--- config.mk ---
export PLATFORM = sky130hd
export DESIGN_NAME = arx_serial_rx
export DESIGN_NICKNAME = d
export VERILOG_FILES = /design/src/rtl/arx_pkg.sv /design/src/rtl/arx_ratio_detect.sv /design/src/rtl/arx_bclk_gen.sv /design/src/rtl/arx_deframer.sv /design/src/rtl/arx_serial_rx.sv
export SDC_FILE = /design/constraint.sdc
export NUM_CORES = 1
export LEC_CHECK = 0
export BUFFER_PORTS_ARGS = -buffer_cell sky130_fd_sc_hd__clkbuf_2
export CAP_MARGIN = 20
export CORE_MARGIN = 2
export CORE_UTILIZATION = 45
export DETAILED_ROUTE_END_ITERATION = 12
export SYNTH_ARGS = -nofsm -noshare
export SYNTH_HDL_FRONTEND = slang
export SYNTH_SLANG_ARGS = --single-unit
export TNS_END_PERCENT = 20
--- constraint.sdc ---
create_clock -name clk -period 3.8 [get_ports clk]
set_input_delay 0.76 -clock clk [delete_from_list [all_inputs] [get_ports clk]]
set_output_delay 0.76 -clock clk [all_outputs]
set_load 0.02 [all_outputs]
--- src/rtl/arx_pkg.sv ---
package arx_pkg;

  typedef enum logic [1:0] {
    FMT_I2S  = 2'd0,
    FMT_LJ   = 2'd1,
    FMT_RJ16 = 2'd2
  } fmt_e;

  localparam int DIV_W = 6;

  // Master cycles per bit slot for a measured frame period; 0 = unsupported.
  function automatic logic [DIV_W-1:0] div_for_ratio(input int period, input fmt_e f);
    logic lj;
    lj = (f == FMT_LJ);
    case (period)
      64:      div_for_ratio = lj ? 6'd1  : 6'd2;
      128:     div_for_ratio = lj ? 6'd2  : 6'd4;
      256:     div_for_ratio = lj ? 6'd4  : 6'd8;
      512:     div_for_ratio = lj ? 6'd8  : 6'd16;
      1024:    div_for_ratio = lj ? 6'd16 : 6'd32;
      96:      div_for_ratio = 6'd2;
      192:     div_for_ratio = 6'd4;
      384:     div_for_ratio = 6'd8;
      768:     div_for_ratio = 6'd16;
      1152:    div_for_ratio = 6'd16;
      default: div_for_ratio = 6'd0;
    endcase
  endfunction

endpackage

--- src/rtl/arx_ratio_detect.sv ---
module arx_ratio_detect
  import arx_pkg::*;
#(
  parameter fmt_e FMT   = FMT_I2S,
  parameter int   CNT_W = 12
) (
  input  logic             clk,
  input  logic             rst_n,
  input  logic             lrck_rise,
  output logic [DIV_W-1:0] div_n
);

  localparam logic [CNT_W-1:0] CNT_MAX = {CNT_W{1'b1}};

  logic [CNT_W-1:0] period_cnt;
  logic             seen_rise;

  always_ff @(posedge clk) begin
    if (!rst_n) begin
      period_cnt <= '0;
      seen_rise  <= 1'b0;
      div_n      <= '0;
    end else if (lrck_rise) begin
      if (seen_rise) div_n <= div_for_ratio(32'(period_cnt), FMT);
      period_cnt <= {{(CNT_W-1){1'b0}}, 1'b1};
      seen_rise  <= 1'b1;
    end else if (period_cnt != CNT_MAX) begin
      period_cnt <= period_cnt + 1'b1;
    end
  end

endmodule

--- src/rtl/arx_bclk_gen.sv ---
module arx_bclk_gen
  import arx_pkg::*;
(
  input  logic             clk,
  input  logic             rst_n,
  input  logic             use_ext,
  input  logic             ext_bclk,
  input  logic             lrck_edge,
  input  logic [DIV_W-1:0] div_n,
  output logic             bit_tick
);

  logic [DIV_W-1:0] div_q;
  logic [DIV_W-1:0] div_eff;
  logic             sclk_q;
  logic             int_tick;
  logic             ext_tick;

  assign div_eff  = lrck_edge ? '0 : div_q;
  assign int_tick = (div_n != '0) && (div_eff == (div_n >> 1));
  assign ext_tick = ext_bclk & ~sclk_q;
  assign bit_tick = use_ext ? ext_tick : int_tick;

  always_ff @(posedge clk) begin
    if (!rst_n) begin
      div_q  <= '0;
      sclk_q <= 1'b0;
    end else begin
      sclk_q <= ext_bclk;
      if (div_n == '0 || div_eff >= div_n - 1'b1) div_q <= '0;
      else                                        div_q <= div_eff + 1'b1;
    end
  end


  int_gap_chk: assert property (@(posedge clk) disable iff (!rst_n)
    (bit_tick && !use_ext && div_n > 6'd1) |=> (!bit_tick || use_ext || !$stable(div_n)));


  ext_gap_chk: assert property (@(posedge clk) disable iff (!rst_n)
    (bit_tick && use_ext) |=> (!bit_tick || !use_ext));

endmodule

--- src/rtl/arx_deframer.sv ---
module arx_deframer
  import arx_pkg::*;
#(
  parameter fmt_e FMT   = FMT_I2S,
  parameter int   OUT_W = 24,
  parameter int   RJ_W  = 16,
  parameter int   POS_W = 8
) (
  input  logic             clk,
  input  logic             rst_n,
  input  logic             lrck,
  input  logic             lrck_edge,
  input  logic             bit_tick,
  input  logic             clk_ok,
  input  logic             sdin,
  output logic             commit,
  output logic             commit_right,
  output logic [OUT_W-1:0] commit_word
);

  localparam int CW = $clog2(OUT_W + 1);
  localparam logic [POS_W-1:0] POS_MAX = {POS_W{1'b1}};

  logic [POS_W-1:0] pos_q;
  logic [POS_W-1:0] pos_eff;
  logic             half_left;

  assign pos_eff   = lrck_edge ? '0 : pos_q;
  assign half_left = (FMT == FMT_I2S) ? ~lrck : lrck;

  always_ff @(posedge clk) begin
    if (!rst_n)                              pos_q <= '0;
    else if (bit_tick && pos_eff != POS_MAX) pos_q <= pos_eff + 1'b1;
    else if (bit_tick || lrck_edge)          pos_q <= pos_eff;
  end

  generate
    if (FMT == FMT_RJ16) begin : g_rj
      logic [RJ_W-1:0] shreg;
      logic [RJ_W-1:0] last_bits;

      assign last_bits    = bit_tick ? {shreg[RJ_W-2:0], sdin} : shreg;
      assign commit       = lrck_edge && clk_ok;
      assign commit_right = lrck;
      assign commit_word  = {last_bits, {(OUT_W-RJ_W){1'b0}}};

      always_ff @(posedge clk) begin
        if (!rst_n)        shreg <= '0;
        else if (bit_tick) shreg <= {shreg[RJ_W-2:0], sdin};
      end
    end else begin : g_aligned
      localparam logic [POS_W-1:0] START = (FMT == FMT_I2S) ? POS_W'(1) : POS_W'(0);
      localparam logic [CW-1:0]    FULL  = CW'(OUT_W);

      logic [OUT_W-1:0] acc;
      logic [CW-1:0]    nbits;
      logic             active;
      logic             acc_right;
      logic             word_start;

      assign word_start   = bit_tick && (pos_eff == START);
      assign commit       = word_start && active;
      assign commit_right = acc_right;
      assign commit_word  = acc;

      always_ff @(posedge clk) begin
        if (!rst_n) begin
          acc       <= '0;
          nbits     <= '0;
          active    <= 1'b0;
          acc_right <= 1'b0;
        end else if (word_start) begin
          acc       <= {sdin, {(OUT_W-1){1'b0}}};
          nbits     <= CW'(1);
          active    <= 1'b1;
          acc_right <= ~half_left;
        end else if (bit_tick && active && nbits < FULL) begin
          acc   <= acc | ({sdin, {(OUT_W-1){1'b0}}} >> nbits);
          nbits <= nbits + 1'b1;
        end
      end
    end
  endgenerate

endmodule

--- src/rtl/arx_serial_rx.sv ---
module arx_serial_rx
  import arx_pkg::*;
#(
  parameter fmt_e FMT   = FMT_I2S,
  parameter int   OUT_W = 24
) (
  input  logic             clk,
  input  logic             rst_n,
  input  logic             use_ext_bclk,
  input  logic             ext_bclk,
  input  logic             lrck,
  input  logic             sdin,
  output logic [OUT_W-1:0] out_left,
  output logic [OUT_W-1:0] out_right,
  output logic             sample_valid
);

  logic             lrck_q;
  logic             lrck_edge;
  logic             lrck_rise;
  logic [DIV_W-1:0] div_n;
  logic             bit_tick;
  logic             clk_ok;
  logic             commit;
  logic             commit_right;
  logic [OUT_W-1:0] commit_word;
  logic [OUT_W-1:0] hold_left;

  assign lrck_edge = lrck ^ lrck_q;
  assign lrck_rise = lrck & ~lrck_q;
  assign clk_ok    = use_ext_bclk | (div_n != '0);

  arx_ratio_detect #(.FMT(FMT)) u_ratio (
    .clk(clk), .rst_n(rst_n), .lrck_rise(lrck_rise), .div_n(div_n)
  );

  arx_bclk_gen u_bclk (
    .clk(clk), .rst_n(rst_n), .use_ext(use_ext_bclk), .ext_bclk(ext_bclk),
    .lrck_edge(lrck_edge), .div_n(div_n), .bit_tick(bit_tick)
  );

  arx_deframer #(.FMT(FMT), .OUT_W(OUT_W)) u_deframe (
    .clk(clk), .rst_n(rst_n), .lrck(lrck), .lrck_edge(lrck_edge),
    .bit_tick(bit_tick), .clk_ok(clk_ok), .sdin(sdin),
    .commit(commit), .commit_right(commit_right), .commit_word(commit_word)
  );

  always_ff @(posedge clk) begin
    if (!rst_n) begin
      lrck_q       <= 1'b0;
      hold_left    <= '0;
      out_left     <= '0;
      out_right    <= '0;
      sample_valid <= 1'b0;
    end else begin
      lrck_q       <= lrck;
      sample_valid <= 1'b0;
      if (commit && !commit_right) hold_left <= commit_word;
      if (commit && commit_right) begin
        out_left     <= hold_left;
        out_right    <= commit_word;
        sample_valid <= 1'b1;
      end
    end
  end


  valid_pulse_chk: assert property (@(posedge clk) disable iff (!rst_n)
    sample_valid |=> !sample_valid);


  out_hold_chk: assert property (@(posedge clk) disable iff (!rst_n)
    !sample_valid |-> ($stable(out_left) && $stable(out_right)));


  no_lock_silent_chk: assert property (@(posedge clk) disable iff (!rst_n)
    (!use_ext_bclk && div_n == '0) |=> !sample_valid);

endmodule

==> metrics.txt, run 1 <==
largest net degree at the start of global routing 119; WP data required just over 4 ns; Pwr per Cell Area 448 nW/µm²; Peak supply drop between 0.00015 and 0.0002 V; Mapped Nets slightly below 700; DRT Pass-1 Iters 5; Vias/cell between 5 and 6; final wirelength 11.9 mm; total track usage between 10% and 20%; most frequent cells in the layout nand2_1 (139), dfxtp_1 (138), mux2i_1 (80); die area between 10000 and 15000 µm²; Antenna Nets Post-Route 0; Hold Vio Cnt, Final 0; commonest non-fill, non-tap cell in the layout nand2_1; share of cells above drive strength 1 between 10 and 15%; Slew HR between 50% and 60%; synthesized area per cell a little over 9 µm²; Pleak 2.53 nW; H-tree depth 4; CTS tree done; I/O pin count between 50 and 60; CORE AREA between 10000 and 15000 µm²; Final Critical Period 2.85 ns; f_max ~0.35 GHz; WL per Instance 13.3 µm; Reg clk slew, reported paths roughly 0.06 ns; Die X-Extent around 120 µm; clk root buf clkbuf_16; post-CTS sizing 0; Final GP Congestion a little over 0.8; CTS max path bufs 2; Hold Buf Count CTS 0; Syn Inst Count roughly 660; Max Cap Violations 0; worst min path class reg2reg; top_reg_cell synth dfxtp_1; mapped cell area 6040 µm²; RSZ-0062 raised after global routing false; worst-path maximum fanout just under 50; die height around 120 µm; Setup crit start kind primary input; clock latency on the worst-skew pair 0.41 ns; placement-stage cell area 6400 µm²; Port Buffers between 50 and 60; Post-synth EDFFs 0; post-route cell area ~7000 µm²; Slew @ Worst Pin just over 0.7 ns; Initial Utilization roughly 46%; FFs w/ async S/R, synth 0%; post-DP HPWL a little over 8 mm; first-pass GRT wire length 20.8 mm; WP data arrival 3.18 ns; Critical Path Sink Type flip-flop; Tcrit/Tclk final between 70% and 80%; initial drt markers 231; diodes inserted 0; clock sink count approximately 140; DR vias roughly 4700; Synth warnings 0; vias in the first global route roughly 4600; pins over their slew limit 0; count of cell types in the netlist slightly above 60; Nets 722; final setup fails 0; initial antenna violation count 0; skew final 0.00608 ns; setup_tns 0 ns; Setup Buffers After CTS 0; critical path type in2reg; row cnt 42; drc violations 0; synthesis-to-layout area growth 16.0%; Num CTS Buffers 17; Seq cells post-synth around 140; register area share after synthesis a little under half; Remaining Overflow, GRT 0; run status finished, final reports clean; fillcell total between 1000 and 1500
-- layout make-up --
cell class | count | area (µm²) | area share (%)
timing repair buffer | 64 | 380 | 5.43
sequential | 138 | 2760 | 39.4
clock inverter | 10 | 118 | 1.68
multi-input combinational | 465 | 3000 | 42.8
inverter | 17 | 63.8 | 0.911
tap | 176 | 220 | 3.14
clock buffer | 21 | 460 | 6.57
-- state kept, by name (all words and copies together), names as in the netlist --
name,cells
u_bclk.div_q,6
hold_left,24
out_left,24
u_deframe.g_aligned.active,1
out_right,24
u_deframe.g_aligned.nbits,5
u_deframe.commit_right,1
u_bclk.sclk_q,1
u_deframe.commit_word,24
sample_valid,1
lrck_q,1
u_ratio.period_cnt,12
u_ratio.div_n,5
u_ratio.seen_rise,1
u_deframe.pos_q,8
-- kinds of logic after synthesis --
group / Yosys count / share of synthesized area (%)
AO/OA/AOI/OAI: 71 / 8.76
flip-flops: 138 / 45.7
AND/OR/NAND/NOR: 286 / 22.8
buffers and inverters: 61 / 4.60
adder cells (fa/ha/maj): 13 / 2.69
multiplexers: 80 / 13.3
XOR/XNOR: 15 / 2.17
-- metrics by stage --
step / worst slack [ns] / hold WS (ns) / std cells / utilization [%] / total power [mW]
3_3_place_gp: 0.650 / 0.442 / 859 / 48.5 / 1.57
5_1_grt: 0.815 / 0.473 / 891 / 53.1 / 3.26
2_1_floorplan: 0.772 / 0.437 / 664 / - / 1.55
6_report: 0.954 / 0.454 / 891 / 53.1 / 3.14
4_1_cts: 0.980 / 0.457 / 890 / 52.9 / 3.18
3_5_place_dp: 0.541 / 0.447 / 859 / 48.5 / 1.57
-- cell usage after synthesis, drive strengths merged, types with 3 or more instances --
| cell type | count | share of area [%] |
|---|---|---|
| nand4 | 10 | 1.0 |
| nand2b | 3 | 0.31 |
| buf | 11 | 1.5 |
| nand3 | 19 | 1.7 |
| nor2b | 3 | 0.31 |
| clkbuf | 33 | 2.1 |
| mux2i | 80 | 13 |
| xnor2 | 10 | 1.4 |
| and2 | 9 | 0.93 |
| nor2 | 44 | 2.7 |
| a31oi | 9 | 0.93 |
| o21a | 16 | 2.0 |
| and3 | 6 | 0.62 |
| o21ai | 4 | 0.33 |
| a211oi | 4 | 0.50 |
| inv | 17 | 1.1 |
| or4 | 3 | 0.37 |
| nor4 | 20 | 2.3 |
| or3 | 7 | 0.72 |
| nor3 | 7 | 0.58 |
| a21oi | 12 | 0.99 |
| dfxtp | 138 | 46 |
| nand2 | 139 | 8.6 |
| ha | 13 | 2.7 |
| nand3b | 4 | 0.50 |
| xor2 | 5 | 0.72 |
-- report_power, final --
part           internal [mW]  total [mW]  switching, mW  leakage, nW
logic                 0.0255      0.0888         0.0633         1.14
clock network          0.997        1.59          0.595        0.272
registers               1.45        1.46        0.00442         1.11
-- final timing paths --
| check | start | to | slack, ns | cells past startpoint |
|---|---|---|---|---|
| max reg2reg | u_ratio.div_n[2]$_SDFFE_PN0P_ | u_bclk.div_q[4]$_SDFF_PP0_ | 1.04 | 9 |
| min reg2reg | out_left[6]$_SDFFE_PN0P_ | out_left[6]$_SDFFE_PN0P_ | 0.45 | 2 |
| max | lrck | out_left[16]$_SDFFE_PN0P_ | 0.95 | 8 |
| min | out_left[6]$_SDFFE_PN0P_ | out_left[6]$_SDFFE_PN0P_ | 0.45 | 2 |
-- critical path: stages --
cell and delay, ns:
clkbuf_2 0.09, ha_1 0.44, nand2_1 0.12, a22o_1 0.27
o41a_1 0.51, nor4b_4 0.35, buf_12 0.32, mux2i_1 0.24
-- layer usage --
| metal | GRT usage, % | wire length [µm] | vias up |
|---|---|---|---|
| met3 | 4.09 | 357 | 9 |
| met4 | 7.79 | 116 | 0 |
| met1 | 21.5 | 5490 | 2182 |
| met5 | 0 | 0 | - |
| li1 | - | - | 2399 |
| met2 | 30.4 | 5920 | 69 |
(Power assumes the default switching activity.)
==> run 2: changes to the inputs <==
--- a/config.mk
+++ b/config.mk
@@ -10,6 +10,7 @@
 export CORE_MARGIN = 2
 export CORE_UTILIZATION = 45
 export DETAILED_ROUTE_END_ITERATION = 12
+export PLACE_DENSITY = 0.66
 export SYNTH_ARGS = -nofsm -noshare
 export SYNTH_HDL_FRONTEND = slang
 export SYNTH_SLANG_ARGS = --single-unit
==> constraint.sdc (replaced) <==
create_clock -name clk -period 2.32 [get_ports clk]
set_input_delay 0.464 -clock clk [delete_from_list [all_inputs] [get_ports clk]]
set_output_delay 0.464 -clock clk [all_outputs]
set_load 0.02 [all_outputs]
==> run 2 against run 1 <==
Compared with the run above:
- the flow now finishes with violations (setup timing)
- die area unchanged
- cell count up 5.4%
- register-to-register slack worse by 1.1 ns
- clock skew up 0.0020 ns
- worst hold slack worse by 0.19 ns
- clock-buffer cell count unchanged
- core utilization up 4.8 points
- critical path type is now reg2reg
- sequential cell count unchanged
- total power up 70%
==> metrics.txt, run 2 (synthesis results as in run 1) <==
Post-Place Worst Slack -0.320 ns (-0.860 ns); post-route cell area 7640 µm² (+9.1%); DRT Pass-1 Iters 5 (unchanged); failing checks setup timing; cell mode on critical path buf_12; initial drt markers 241 (+4.3%); worst-path maximum fanout 11 (-78%); Cell Count Post-Placement 892 (+3.8%); final core occ 58.0% (+4.8 points); row cnt 42 (unchanged); drc violations 0 (unchanged); WP data required 2.66 ns (-1.47 ns); WP data arrival 2.70 ns (-0.48 ns); die height 120 µm (unchanged); initial antenna violation count 0 (unchanged); Pleak 2.86 nW (+13%); total track usage 18.2% (+0.36 points); placement-stage cell area 6720 µm² (+4.9%); Antenna Nets Post-Route 0 (unchanged); Port Buffers 54 (unchanged); Critical Path Sink Type flip-flop; skew final 0.00808 ns (+0.00200 ns); I/O pin count 55 (unchanged); DR vias 4961 (+6.5%); met3 GRT Util 5.13% (+1.0 points); vias in the first global route 4660 (+2.0%); pins over their slew limit 0 (unchanged); M2 GR Usage 30.3% (-0.11 points); die area 14400 µm² (unchanged); largest net degree at the start of global routing 62 (-48%); clk root buf clkbuf_16; Setup crit start kind flip-flop; f_max 0.423 GHz; CTS tree done; final setup fails 49 (+49); final wirelength 13.7 mm (+15%); Nets 770 (+6.6%); CP max-delay cell o41a_1; Final GP Congestion 0.895 (+8.2%); clock latency on the worst-skew pair 0.42 ns (about the same); CORE AREA 13200 µm² (unchanged); Pwr per Cell Area 696 nW/µm² (+55%); Initial Utilization 45.8% (unchanged); Remaining Overflow, GRT 0 (unchanged); Die X-Extent 120 µm (unchanged); setup_tns -0.855 ns (-0.855 ns); Slew @ Worst Pin 0.577 ns (-0.143 ns); fillcell total 1142 (-6.5%); hold slack 0.265 ns (-0.189 ns); Peak supply drop 0.000449 V (+170%); critical path type reg2reg; critical path's top delay family compound AO/OA/AOI/OAI gates; Slew HR 61.6% (+9.8 points); clock sink count 138 (unchanged); post-DP HPWL 8.85 mm (+9.5%); commonest non-fill, non-tap cell in the layout nand2_1; most frequent cells in the layout nand2_1 (138), dfxtp_1 (137), mux2i_1 (80); M1 GR Usage 21.7% (+0.24 points); synthesis-to-layout area growth 26.5%; first-pass GRT wire length 21.0 mm (+0.83%); Tcrit/Tclk final 102%; CTS max path bufs 2 (unchanged); Slowest Stage Delay on Critical Path 0.47 ns (-0.04 ns); Vias/cell 5.28 (+1.0%); WL per Instance 14.5 µm (+9.1%); Hold Vio Cnt, Final 0 (unchanged); Max Cap Violations 0 (unchanged); H-tree depth 4 (unchanged); total power 5.32 mW (+70%); share of cells above drive strength 1 22.4% (+7.9 points); run status complete, but fails checks; RSZ-0062 raised after global routing true; diodes inserted 0 (unchanged); Reg clk slew, reported paths 0.06 ns (about the same); Final Critical Period 2.36 ns; Cell Count, Final, Fillers Out 939 (+5.4%); worst min path class in2reg; Buffers & Inverters on Critical Path 4 (+2); GR peak layer met2; Num CTS Buffers 17 (unchanged); worst setup margin -0.0447 ns (-0.998 ns); crit-path cells inv_2 > ha_4 > nand2_2 > a22o_1 > o41a_1 > nor4b_4 > buf_4 > buf_12 > buf_12 > mux2i_1
## run 2: cell types whose count changed in the layout (fill, tap and decap cells not counted), moves of 4 or more
| cell | delta |
|---|---|
| clkbuf_16 | +5 |
| nor4_1 | -6 |
| buf_4 | +34 |
| buf_12 | +5 |
| nor4_2 | +6 |
| buf_6 | +4 |
## run 2: power breakdown
part           leakage, nW  internal [mW]  switching [mW]
logic                 1.45         0.0662           0.114
clock network        0.296           1.77           0.985
registers             1.11           2.38         0.00753
## run 2: worst paths after layout
check / slack (ns) / start / cells past startpoint / endpoint
min reg2reg: 0.45 / out_right[3]$_SDFFE_PN0P_ / 2 / out_right[3]$_SDFFE_PN0P_
max reg2reg: -0.04 / lrck_q$_SDFF_PN0_ / 10 / out_right[9]$_SDFFE_PN0P_
min: 0.27 / ext_bclk / 2 / u_bclk.sclk_q$_SDFF_PN0_
max: -0.04 / lrck_q$_SDFF_PN0_ / 10 / out_right[9]$_SDFFE_PN0P_
## run 2: area by class of cell
type	count	area, µm²	area share, %
Multi-Input combinational cell	465	3090	40.4
Sequential cell	138	2760	36.2
Timing Repair Buffer	112	893	11.7
Clock buffer	21	470	6.15
Tap cell	176	220	2.88
Clock inverter	10	141	1.85
Inverter	17	63.8	0.835
## run 2: timing repair
action,CTS,global route
resized for setup,4,23
hold endpoints to repair,0,0
pin swaps,0,6
hold buffers,0,0
gates cloned,0,6
endpoints found under the setup margin,66,96
buffers inserted,1,9
## run 2: worst register-to-register path: cells and delay by family, from the launching register on
family | cells | cell delay [ns]
AOI/OAI and AO/OA | 2 | 0.69
buffers and inverters | 4 | 0.52
DFF | 1 | 0.32
adders and majority gates | 1 | 0.28
and+or+nand+nor | 2 | 0.28
muxes | 1 | 0.20
## run 2: layer usage
metal  share of wire [%]  up-vias
met3                 4.2       19
met2                  50      116
li1                    -     2490
met4                 1.4        0
met5                   0        -
met1                  45     2336
==> run 3: changes to the inputs <==
--- a/config.mk
+++ b/config.mk
@@ -5,12 +5,14 @@
 export SDC_FILE = /design/constraint.sdc
 export NUM_CORES = 1
 export LEC_CHECK = 0
+export ABC_AREA = 1
 export BUFFER_PORTS_ARGS = -buffer_cell sky130_fd_sc_hd__clkbuf_2
 export CAP_MARGIN = 20
 export CORE_MARGIN = 2
 export CORE_UTILIZATION = 45
 export DETAILED_ROUTE_END_ITERATION = 12
-export PLACE_DENSITY = 0.66
+export PLACE_DENSITY = 0.65
+export SKIP_LAST_GASP = 1
 export SYNTH_ARGS = -nofsm -noshare
 export SYNTH_HDL_FRONTEND = slang
 export SYNTH_SLANG_ARGS = --single-unit
==> run 3 against run 2 <==
Compared with the run above:
- the run now ends clean
- first-iteration DRC count is 100% higher
- worst hold slack worse by 0.017 ns
- critical path depth grew 4
- sequential cell count unchanged
- register-to-register slack better by 0.22 ns
- clock power increased by 6%
- die area is 3.6% higher
- area after synthesis up 3.8%
- combinational power grew 52%
- sequential power barely moved
- setup slack better by 0.22 ns
- global-route usage grew 1.7 points
- critical path type unchanged
==> metrics.txt, run 3 <==
run status finished, final reports clean; cell taking the most area after synthesis dfxtp_1; reg2reg start lrck_q$_SDFF_PN0_; count of cell types in the netlist 31 (-49%); initial drt markers 492 (+100%); Die X-Extent 122 µm (+1.8%); total track usage 19.9% (+1.7 points); worst min path class in2reg; Synth area leaders dfxtp_1 (44%), nand2_1 (13%), nor2_1 (11%); Initial Utilization 45.7% (-0.11 points); Slew HR 65.1% (+3.6 points); Post-synth EDFFs 0 (unchanged); CTS tree done; Mapped Nets 942 (+38%); WL per Instance 11.6 µm (-20%); Pleak 3.97 nW (+39%); Tcrit/Tclk final 92.4% (-9.5 points); Remaining Overflow, GRT 0 (unchanged); diodes inserted 0 (unchanged); mapped cell area 6270 µm² (+3.8%); synthesized area per cell 6.79 µm² (-25%); placement-stage cell area 6910 µm² (+2.9%); largest net degree at the start of global routing 87 (+40%); DR vias 5507 (+11%); Critical Path Source lrck_q$_SDFF_PN0_; reg2reg end u_deframe.g_aligned.nbits[0]$_SDFFE_PN0P_; Max Used Layer met4; FFs w/ async S/R, synth 0% (unchanged); vias in the first global route 5036 (+8.1%); Synth warnings 0 (unchanged); post-DP HPWL 9.55 mm (+7.8%); Final Critical Period 2.14 ns (-0.220 ns); top_reg_cell synth dfxtp_1; internal power 4.37 mW (+3.5%); clk root buf clkbuf_16; setup_tns 0 ns (+0.855 ns); met1 wire length 7.11 mm (+17%); row cnt 43 (+2.4%); Pwr per Cell Area 742 nW/µm² (+6.5%); final wirelength 13.8 mm (+0.75%); Nets 1015 (+32%); Seq cells post-synth 138 (unchanged); Num CTS Buffers 17 (unchanged); WP data arrival 2.46 ns (-0.24 ns); WP data required 2.63 ns (-0.03 ns); switching pwr 1.24 mW (+12%); f_max 0.466 GHz (+10%); post-route cell area 7560 µm² (-1.1%); Reg clk slew, reported paths 0.06 ns (about the same); clock latency on the worst-skew pair 0.42 ns (about the same); synthesis-to-layout area growth 20.6%; metal2 WL 5.98 mm (-12%); cell with the most instances after synthesis nand2_1; register area share after synthesis 44.1% (-1.7 points); final setup fails 0 (-100%); commonest cells in the netlist nand2_1 (222), nor2_1 (183), inv_1 (154); final core occ 55.1% (-2.8 points); critical path type reg2reg; die height 122 µm (+1.8%); Comb power frac 4.9% (+1.5 points); Met3 Routed Length 434 µm (-24%); skew final 0.00829 ns (+0.000211 ns); Clock Power Share 52.2% (+0.4 points); pins over their slew limit 0 (unchanged); commonest non-fill, non-tap cell in the layout nand2_1; most frequent cells in the layout nand2_1 (222), nor2_1 (183), inv_1 (154); Hold Vio Cnt, Final 0 (unchanged); Switching Share 22.1% (+1.4 points); share of cells above drive strength 1 13.2% (-9.2 points); initial antenna violation count 0 (unchanged); Peak supply drop 0.000534 V (+19%); FF-to-FF path depth 14 (+4); die area 14900 µm² (+3.6%); Antenna Nets Post-Route 0 (unchanged); CORE AREA 13700 µm² (+4.0%); Reg power frac 42.9% (-1.9 points); Vias/cell 4.63 (-12%); Final GP Congestion 0.881 (-1.6%); flop2flop setup slack 0.18 ns (+0.22 ns); worst-path maximum fanout 10 (-1); clock sink count 138 (unchanged); Max Cap Violations 0 (unchanged); DRT Pass-1 Iters 4 (-1); Syn Inst Count 923 (+39%); drc violations 0 (unchanged); RSZ-0062 raised after global routing true; H-tree depth 4 (unchanged); Critical Path Sink Type flip-flop; CTS max path bufs 2 (unchanged); Slew @ Worst Pin 0.519 ns (-0.0574 ns); first-pass GRT wire length 23.6 mm (+12%); Setup crit start kind flip-flop; fillcell total 1362 (+19%); area share of the largest cell type after synthesis 44.1% (-1.7 points); Critical Path End u_deframe.g_aligned.nbits[0]$_SDFFE_PN0P_; Port Buffers 54 (unchanged); I/O pin count 55 (unchanged)
==> run 3: repair_timing <==
| item | 4_1_cts | 5_1_grt |
|---|---|---|
| buffers inserted | 0 | 0 |
| endpoints found under the hold margin | 0 | 0 |
| endpoints found under the setup margin | 0 | 9 |
| hold buffers | 0 | 0 |
| resized for setup | 0 | 1 |
==> run 3: power groups by stage <==
stage	clock network, mW	registers (mW)	logic, mW
6_report	2.93	2.41	0.276
5_1_grt	3.08	2.41	0.310
3_5_place_dp	0	2.46	0.274
2_1_floorplan	0	2.45	0.181
4_1_cts	2.98	2.41	0.277
3_3_place_gp	0	2.46	0.272
==> run 3: area by class of cell <==
type,count,area [µm²],share of cell area [%]
Multi-Input combinational cell,589,2690,35.6
Sequential cell,138,2760,36.5
Inverter,157,589,7.79
Tap cell,180,225,2.98
Timing Repair Buffer,93,651,8.60
Clock buffer,20,457,6.04
Clock inverter,12,186,2.47
==> run 3: cell families (layout without fill, tap and decap cells) <==
family,after synthesis,after routing,synth area share (%)
simple gates,492,492,32.5
buf+inv,196,282,13.1
flops,138,138,44.1
compound gates,74,74,6.33
fa+ha+maj,13,13,2.59
xor+xnor,10,10,1.40
==> run 3: through the flow <==
stage	hold slack (ns)	std cells	setup WS [ns]	total power, mW
final	0.248	1189	0.176	5.61
after floorplan	0.440	923	0.0628	2.63
after detailed placement	0.455	1157	-0.0768	2.73
after global routing	0.270	1189	-0.0233	5.79
after global placement	0.453	1157	-0.0646	2.73
after CTS	0.232	1189	0.153	5.66
==> run 3: worst min path at each step <==
stage                                            from                                     end  slack (ns)  cells past startpoint
2_1_floorplan          u_ratio.seen_rise$_SDFFE_PN0P_          u_ratio.seen_rise$_SDFFE_PN0P_        0.44                      2
3_3_place_gp           u_ratio.seen_rise$_SDFFE_PN0P_          u_ratio.seen_rise$_SDFFE_PN0P_        0.45                      2
3_5_place_dp   u_deframe.commit_word[10]$_SDFFE_PP0P_  u_deframe.commit_word[10]$_SDFFE_PP0P_        0.46                      2
4_1_cts                                      ext_bclk                u_bclk.sclk_q$_SDFF_PN0_        0.23                      3
5_1_grt                                      ext_bclk                u_bclk.sclk_q$_SDFF_PN0_        0.27                      3
6_report                                     ext_bclk                u_bclk.sclk_q$_SDFF_PN0_        0.25                      3
==> run 3: critical path, cell delays in order, from the launching register on <==
cell     delay, ns
dfxtp_1       0.31
inv_1         0.04
ha_1          0.32
buf_12        0.16
nand2_1       0.09
nand2_1       0.05
nor2_1        0.10
nand2_1       0.06
nor2_1        0.08
nand2_1       0.07
nand2_2       0.16
buf_12        0.14
nand3_1       0.18
o21ai_0       0.22
nor2_1        0.06
==> run 3: metal layers <==
metal,up-vias,GRT usage (%)
met5,-,0
met4,0,8.05
met3,21,4.07
met2,80,29.7
met1,2430,28.1
li1,2976,-
